===== src/rtl/wdt_pkg.sv =====
package wdt_pkg;
  localparam int unsigned DATA_W = 16;
  localparam int unsigned KEY_W  = 2;
  localparam logic [KEY_W-1:0] KEY_SERVICE = 2'b01;
endpackage


===== src/rtl/wdt_key_decode.sv =====
module wdt_key_decode
  import wdt_pkg::*;
(
  input  logic              wr_i,
  input  logic [DATA_W-1:0] wr_data_i,
  output logic              key_ok_o,
  output logic              key_bad_o
);
  logic match;
  assign match     = (wr_data_i[KEY_W-1:0] == KEY_SERVICE);
  assign key_ok_o  = wr_i & match;
  assign key_bad_o = wr_i & ~match;
endmodule


===== src/rtl/wdt_tick_counter.sv =====
module wdt_tick_counter #(
  parameter int unsigned TIMEOUT_TICKS = 24576,
  localparam int unsigned CW = $clog2(TIMEOUT_TICKS)
) (
  input  logic          clk_i,
  input  logic          rst_ni,
  input  logic          tick_i,
  input  logic          clr_i,
  output logic          expire_o,
  output logic [CW-1:0] count_o
);
  localparam logic [CW-1:0] LAST = CW'(TIMEOUT_TICKS - 1);

  logic [CW-1:0] cnt_q;

  always_ff @(posedge clk_i or negedge rst_ni) begin
    if (!rst_ni)     cnt_q <= '0;
    else if (clr_i)  cnt_q <= '0;
    else if (tick_i) cnt_q <= cnt_q + 1'b1;
  end

  assign expire_o = tick_i & (cnt_q == LAST);
  assign count_o  = cnt_q;

  // one tick, one step
  a_r2_step: assert property (@(posedge clk_i) disable iff (!rst_ni)
    (tick_i && !clr_i && cnt_q != LAST) |=> (cnt_q == $past(cnt_q) + 1'b1));
  // no tick, no change
  a_r7_hold: assert property (@(posedge clk_i) disable iff (!rst_ni)
    (!tick_i && !clr_i) |=> $stable(cnt_q));
endmodule


===== src/rtl/wdt_rst_stretch.sv =====
module wdt_rst_stretch #(
  parameter int unsigned PULSE_CYCLES = 16,
  localparam int unsigned PW = $clog2(PULSE_CYCLES + 1)
) (
  input  logic clk_i,
  input  logic rst_ni,
  input  logic fire_i,
  output logic req_o
);
  logic [PW-1:0] left_q;

  always_ff @(posedge clk_i or negedge rst_ni) begin
    if (!rst_ni)                     left_q <= '0;
    else if (fire_i && left_q == '0) left_q <= PW'(PULSE_CYCLES);
    else if (left_q != '0)           left_q <= left_q - 1'b1;
  end

  assign req_o = (left_q != '0);

  // a request only starts from a fire event
  a_r5_rise_src: assert property (@(posedge clk_i) disable iff (!rst_ni)
    $rose(req_o) |-> $past(fire_i));

  generate
    if (PULSE_CYCLES > 1) begin : g_multi
      a_r5_no_glitch: assert property (@(posedge clk_i) disable iff (!rst_ni)
        $rose(req_o) |=> req_o);
    end
  endgenerate
endmodule


===== src/rtl/wdt_keyed.sv =====
module wdt_keyed
  import wdt_pkg::*;
#(
  parameter int unsigned TIMEOUT_TICKS = 24576,
  parameter int unsigned PULSE_CYCLES  = 16
) (
  input  logic              clk_i,
  input  logic              rst_ni,
  input  logic              tick_i,
  input  logic              wr_i,
  input  logic [DATA_W-1:0] wr_data_i,
  input  logic              disable_i,
  output logic              rst_req_o
);
  localparam int unsigned CW = $clog2(TIMEOUT_TICKS);

  logic          key_ok, key_bad, expire, run, fire, clr;
  logic [CW-1:0] count;

  wdt_key_decode u_key (
    .wr_i      (wr_i),
    .wr_data_i (wr_data_i),
    .key_ok_o  (key_ok),
    .key_bad_o (key_bad)
  );

  // counting is frozen while disabled or while a request is out
  assign run  = ~disable_i & ~rst_req_o;
  assign fire = run & (key_bad | (expire & ~key_ok));
  assign clr  = ~run | key_ok | fire;

  wdt_tick_counter #(.TIMEOUT_TICKS(TIMEOUT_TICKS)) u_cnt (
    .clk_i    (clk_i),
    .rst_ni   (rst_ni),
    .tick_i   (tick_i),
    .clr_i    (clr),
    .expire_o (expire),
    .count_o  (count)
  );

  wdt_rst_stretch #(.PULSE_CYCLES(PULSE_CYCLES)) u_pulse (
    .clk_i  (clk_i),
    .rst_ni (rst_ni),
    .fire_i (fire),
    .req_o  (rst_req_o)
  );

  a_r3_clear_zero: assert property (@(posedge clk_i) disable iff (!rst_ni)
    (wr_i && wr_data_i[KEY_W-1:0] == KEY_SERVICE && !disable_i && !rst_req_o)
    |=> (count == '0));
  a_r4_bad_key: assert property (@(posedge clk_i) disable iff (!rst_ni)
    (wr_i && wr_data_i[KEY_W-1:0] != KEY_SERVICE && !disable_i && !rst_req_o)
    |=> rst_req_o);
  a_r6_quiet: assert property (@(posedge clk_i) disable iff (!rst_ni)
    (disable_i && !rst_req_o) |=> !rst_req_o);
  a_r8_clear_wins: assert property (@(posedge clk_i) disable iff (!rst_ni)
    (tick_i && count == CW'(TIMEOUT_TICKS - 1) && wr_i &&
     wr_data_i[KEY_W-1:0] == KEY_SERVICE && !disable_i && !rst_req_o)
    |=> !rst_req_o);
endmodule


===== config.mk =====
export PLATFORM = sky130hd
export DESIGN_NAME = wdt_keyed
export DESIGN_NICKNAME = d
export VERILOG_FILES = /design/src/rtl/wdt_pkg.sv /design/src/rtl/wdt_key_decode.sv /design/src/rtl/wdt_tick_counter.sv /design/src/rtl/wdt_rst_stretch.sv /design/src/rtl/wdt_keyed.sv
export SDC_FILE = /design/constraint.sdc
export NUM_CORES = 1
export LEC_CHECK = 0
export ABC_AREA = 1
export CORE_UTILIZATION = 40
export DETAILED_ROUTE_END_ITERATION = 10
export HOLD_SLACK_MARGIN = 0.03
export PLACE_DENSITY = 0.76
export SKIP_LAST_GASP = 1
export SYNTH_ARGS = -nofsm -noshare
export SYNTH_HDL_FRONTEND = slang
export SYNTH_SLANG_ARGS = --single-unit

===== constraint.sdc =====
create_clock -name clk_i -period 1.45 [get_ports clk_i]
set_input_delay 0.145 -clock clk_i [delete_from_list [all_inputs] [get_ports clk_i]]
set_output_delay 0.145 -clock clk_i [all_outputs]
set_load 0.05 [all_outputs]

Word level (Yosys, flattened, before mapping). Cells that the tools add are included.

Output and inout bits: 1. Input bits: 21. Logic and storage cells: 29. Register bits after elaboration: 20.

Equal/unequal tests: 2. Bitwise gates (word level): 14. Mux-type cells: 4. Reduce and logical (&&, ||, !) cells: 5. $add $sub $neg: 2.

Operators by type and width (count): 15-bit two-way mux (2); 15-bit by 1-bit adder with 15-bit output (second input constant) (1); 15-bit equality test (second input constant) (1); 5-bit two-way mux (2); 1-bit AND (6); 5-bit logical NOT (1); 1-bit NOT (5); 5-bit nonzero test (1); 5-bit by 1-bit subtractor with 5-bit output (second input constant) (1); 2-bit nonzero test (2); 1-bit bitwise OR (3); 2-bit by 1-bit equality test with 1-bit output (second input constant) (1); 1-bit logical AND (1).

Logic depth before layout (Yosys ltp).
Word-level depth: 8. Mapped depth: 9. Depth with buffers taken out: 9.

Modules after synthesis. A second synthesis with hierarchy kept.

Cell total of the unflattened synthesis: 164. Area total of the unflattened synthesis: 1213.7 µm².

By module, submodules not included: wdt_tick_counter (sequential area each 375.4 µm², instances 1, area each 875.8 µm², cells each 115); wdt_rst_stretch (sequential area each 125.1 µm², instances 1, area each 267.8 µm², cells each 34); wdt_keyed (sequential area each 0.0 µm², instances 1, area each 47.5 µm², cells each 10); wdt_key_decode (sequential area each 0.0 µm², instances 1, area each 22.5 µm², cells each 5).

Worst setup path after synthesis. No wires, ideal clock.

Kind: register to register. Start point: register u_pulse.left_q[0]. End point: register u_cnt.cnt_q[11], in the netlist u_cnt.count_o[11]. Path slack: -74 ps. Cell stages (with the launch flop): 8. Library setup time: 71 ps. Buffers on the path: 1. Data arrival time: 1453 ps. Period minus slack after synthesis: 1524 ps. Data required time: 1379 ps. Cells stage by stage: dfrtp_1 inv_1 ha_1 nand3b_4 nor2_4 nand3_4 buf_6 nor2_1.

Cells in the longest elaborated chain, start to end: 7. Elaborated cells on any way between the ends: 9. Classes of those cells: mux: 1; bitwise: 6; reduce/logical: 2.

RTL lines: from (decl) (RTL line wdt_rst_stretch.sv:10) `logic [PW-1:0] left_q;`; from (signal assigned) (RTL line wdt_rst_stretch.sv:14) `else if (fire_i && left_q == '0) left_q <= PW'(PULSE_CYCLES);`; from (signal assigned) (RTL line wdt_rst_stretch.sv:15) `else if (left_q != '0) left_q <= left_q - 1'b1;`; 5-bit nonzero test (*) (RTL line wdt_rst_stretch.sv:18) `assign req_o = (left_q != '0);`; named net rst_req_o (RTL line wdt_keyed.sv:13) `output logic rst_req_o`; 1-bit NOT (*) (RTL line wdt_keyed.sv:28) `assign run = ~disable_i & ~rst_req_o;`; 1-bit AND (*) (RTL line wdt_keyed.sv:28); 1-bit NOT (RTL line wdt_keyed.sv:30) `assign clr = ~run | key_ok | fire;`; 1-bit bitwise OR (RTL line wdt_keyed.sv:30); 1-bit bitwise OR (*) (RTL line wdt_keyed.sv:30); 15-bit two-way mux or 2-bit nonzero test (tied branches); to (signal assigned) (RTL line wdt_tick_counter.sv:19) `else if (tick_i) cnt_q <= cnt_q + 1'b1;`; to (decl) (RTL line wdt_tick_counter.sv:14) `logic [CW-1:0] cnt_q;`.

Mark *: on every way through the listed nets, which the timed path passes. The rest lies on a longest branch. A chain may end at the register's enable or synchronous reset.

Final worst setup path.
Start point: register u_pulse.left_q[1]. End point: output port rst_req_o.

Cells in the longest elaborated chain, start to end: 1.

RTL lines (RTL line): 5-bit nonzero test (wdt_rst_stretch.sv:18); to (decl) (wdt_keyed.sv:13).

Every way passes these cells.

==> impl_metrics.env <==
export IMPL_status="finished with violations"
export IMPL_violations="negative setup slack"
export IMPL_syn_inst=152
export IMPL_antenna_found_initial=0
export IMPL_yosysMostFrequentCell="nand2_1"
export IMPL_ys_flop_type="dfrtp_1"
export IMPL_cts_made_buffers=3
export IMPL_fin_ws_ns=-0.01842
export IMPL_grt_first_pass_wirelength_mm=4.360
export IMPL_maxCapViolCount=0
export IMPL_placed_area_um2=1346
export IMPL_drt_total_wl_mm=2.523
export IMPL_p_leak_uw=0.0006672
export IMPL_wl_per_cell_um=12.01
export IMPL_ys_ff_latch=20
export IMPL_whs_ns=0.1657
export IMPL_synthTopCellsByArea="dfrtp_1 43%, nand2_1 14%, nor2_1 8.4%"
export IMPL_worst_setup_path_start_kind="flip-flop"
export IMPL_fin_crit_sh_pct=101.3
export IMPL_drc=0
export IMPL_antennaDiodeCount=0
export IMPL_clk_path_buf_depth=2
export IMPL_core_um2=2758
export IMPL_synth_top_area_share_pct=43.29
export IMPL_relSlewSlack_pct=83.38
export IMPL_portBuffers=7
export IMPL_required_ns=1.31
export IMPL_hpwl_mm=1.617
export IMPL_placedCellCount=198
export IMPL_clk_pin_slew_ns=0.12
export IMPL_postRouteAntennaNets=0
export IMPL_critPathMaxFanout=3
export IMPL_period_minus_slack_ns=1.468
export IMPL_rsz0062_at_grt="yes"
export IMPL_initial_core_util_pct=41.92
export IMPL_synth_largest_area_cell="dfrtp_1"
export IMPL_power_density_nw_per_um2=1108
export IMPL_final_nets=203
export IMPL_grt_max_degree=21
export IMPL_dieArea_um2=3109
export IMPL_drt_iter0_markers=22
export IMPL_worst_slew_pin_slew_ns=0.2474
export IMPL_ff2ff_path_depth=8
export IMPL_cts_root_buffer="clkbuf_4"
export IMPL_drt_first_pass_iters=4
export IMPL_drv_slew=0
export IMPL_die_y_um=55.76
export IMPL_gp_congestion=0.8617
export IMPL_grt_usage_pct=17.90
export IMPL_ys_warn_count=0
export IMPL_multi_input_area_um2=623.1
export IMPL_postLayoutCellArea_um2=1494
export IMPL_vias=1052
export IMPL_synthTopCellsByCount="42 x nand2_1, 26 x nor2_1, 22 x inv_1"
export IMPL_fillers=244
export IMPL_clk_latency_ns=0.30
export IMPL_rows=19
export IMPL_synth_cell_types=20
export IMPL_ys_seq_area_share_pct=43.29
export IMPL_synth_edf_count=0
export IMPL_clkSinkCount=20
export IMPL_finClkSkew_ns=0.004995
export IMPL_viasPerCell=5.010
export IMPL_area_growth_syn_to_layout_pct=29.22
export IMPL_hold_buffers=0
export IMPL_htree_levels=1
export IMPL_fmax_ghz=0.6810
export IMPL_io_pins=22
export IMPL_arrival_ns=1.32
export IMPL_synthesis_nets=175
export IMPL_cts_tree="done"
export IMPL_hold_path_class="in2async"
export IMPL_async_flop_share_pct=100.0
export IMPL_avgSynthCellArea_um2=7.606
export IMPL_fin_cells=210
export IMPL_die_w_um=55.76
export IMPL_utilization_pct=54.17
export IMPL_finalSetupViolCount=1
export IMPL_netlist_area_um2=1156
export IMPL_crit_path_end_kind="output pin"
export IMPL_power_uw=1655
export IMPL_worstSetupPathType="reg2out"
export IMPL_first_global_vias=1031
export IMPL_finalHoldViolations=0
export IMPL_ir_drop_mv=1.012
export IMPL_drive_above_1_share_pct=22.35
export IMPL_regArea_um2=501.7
export IMPL_grt_ovfl_total=0
==> what timing repair did <==
item	CTS	global route
endpoints found under the hold margin	0	0
buffers inserted	5	2
pin swaps	2	3
cloned	1	0
setup endpoints to repair	3	19
gates resized for setup	5	10
==> layout make-up <==
type	instances	share of cell area (%)
inverter	22	5.528
clock buffer	4	2.429
timing repair buffer	24	14.15
tap	31	2.596
sequential	20	33.58
multi-input combinational	109	41.71
==> kinds of logic (layout without fill, tap and decap cells) <==
| kind of cell | after synthesis | after routing | share of synthesized area [%] |
|---|---|---|---|
| AOI/OAI and AO/OA | 6 | 6 | 2.814 |
| xor gates and xnor gates | 10 | 10 | 7.575 |
| and+or+nand+nor | 90 | 91 | 35.61 |
| adders and majority gates | 2 | 2 | 2.164 |
| buffers and inverters | 24 | 50 | 8.549 |
| DFF | 20 | 20 | 43.29 |
==> path summary, 6_finish.rpt <==
kind | startpoint | endpoint | slack (ns)
setup / recovery | u_pulse.left_q[1]$_DFFE_PN0P_ | rst_req_o | -0.02
hold / removal | rst_ni | u_cnt.count_o[13]$_DFFE_PN0P_ | 0.17
setup reg to reg | u_pulse.left_q[1]$_DFFE_PN0P_ | u_pulse.left_q[1]$_DFFE_PN0P_ | 0.04
hold reg to reg | u_pulse.left_q[4]$_DFFE_PN0P_ | u_pulse.left_q[4]$_DFFE_PN0P_ | 0.53
max in group asynchronous | rst_ni | u_cnt.count_o[9]$_DFFE_PN0P_ | 1.06
min in group clk_i | u_pulse.left_q[4]$_DFFE_PN0P_ | u_pulse.left_q[4]$_DFFE_PN0P_ | 0.53
==> flip-flops by register name, indices dropped and copies added (netlist names) <==
name / count
u_pulse.left_q: 5
u_cnt.count_o: 15
==> stage by stage <==
step	setup TNS [ns]	worst slack, ns
final	-0.01842	-0.01842
after global routing	-0.1523	-0.06605
after CTS	-0.02259	-0.02259
after detailed placement	-0.3089	-0.06962
after global placement	-0.1470	-0.04296
after floorplan	0	0.01302
==> cells in the final DEF (no fill, tap or decap), types with 2 or more instances in the layout <==
cell type        Yosys  final
a21oi_1              4      4
buf_4                0     16
clkbuf_4             0      3
clkdlybuf4s50_1      0      6
dfrtp_1             20     19
inv_1               22     20
inv_2                0      2
nand2_1             42     40
nand2_2              0      2
nand3_1              6      5
nand3_4              1      2
nand3b_1             2      2
nand4_1              3      3
nor2_1              26     26
nor2_4               1      3
nor3_1               5      3
nor3_2               0      2
xnor2_1              5      5
xor2_1               5      5
==> power by group <==
part / internal [uW] / switching [uW] / leakage, uW / total [uW]
clock: 153 / 184 / 0.0000210 / 337
combinational: 330 / 291 / 0.000378 / 621
sequential: 629 / 67.5 / 0.000268 / 697
total: 1110 / 543 / 0.000667 / 1660
==> layer usage <==
layer  track usage, %  routed length (um)
met1            20.93                1093
met3            3.953                  72
met5                0                   0
met4            8.214                  52
met2            31.15                1304
==> critical path: stages (launching register included) <==
cell and delay (ns):
dfrtp_1 0.42, inv_2 0.08, ha_4 0.15, nand3b_4 0.10, buf_6 0.14, buf_12 0.14
Note: power is estimated with default switching activity, not from simulation.
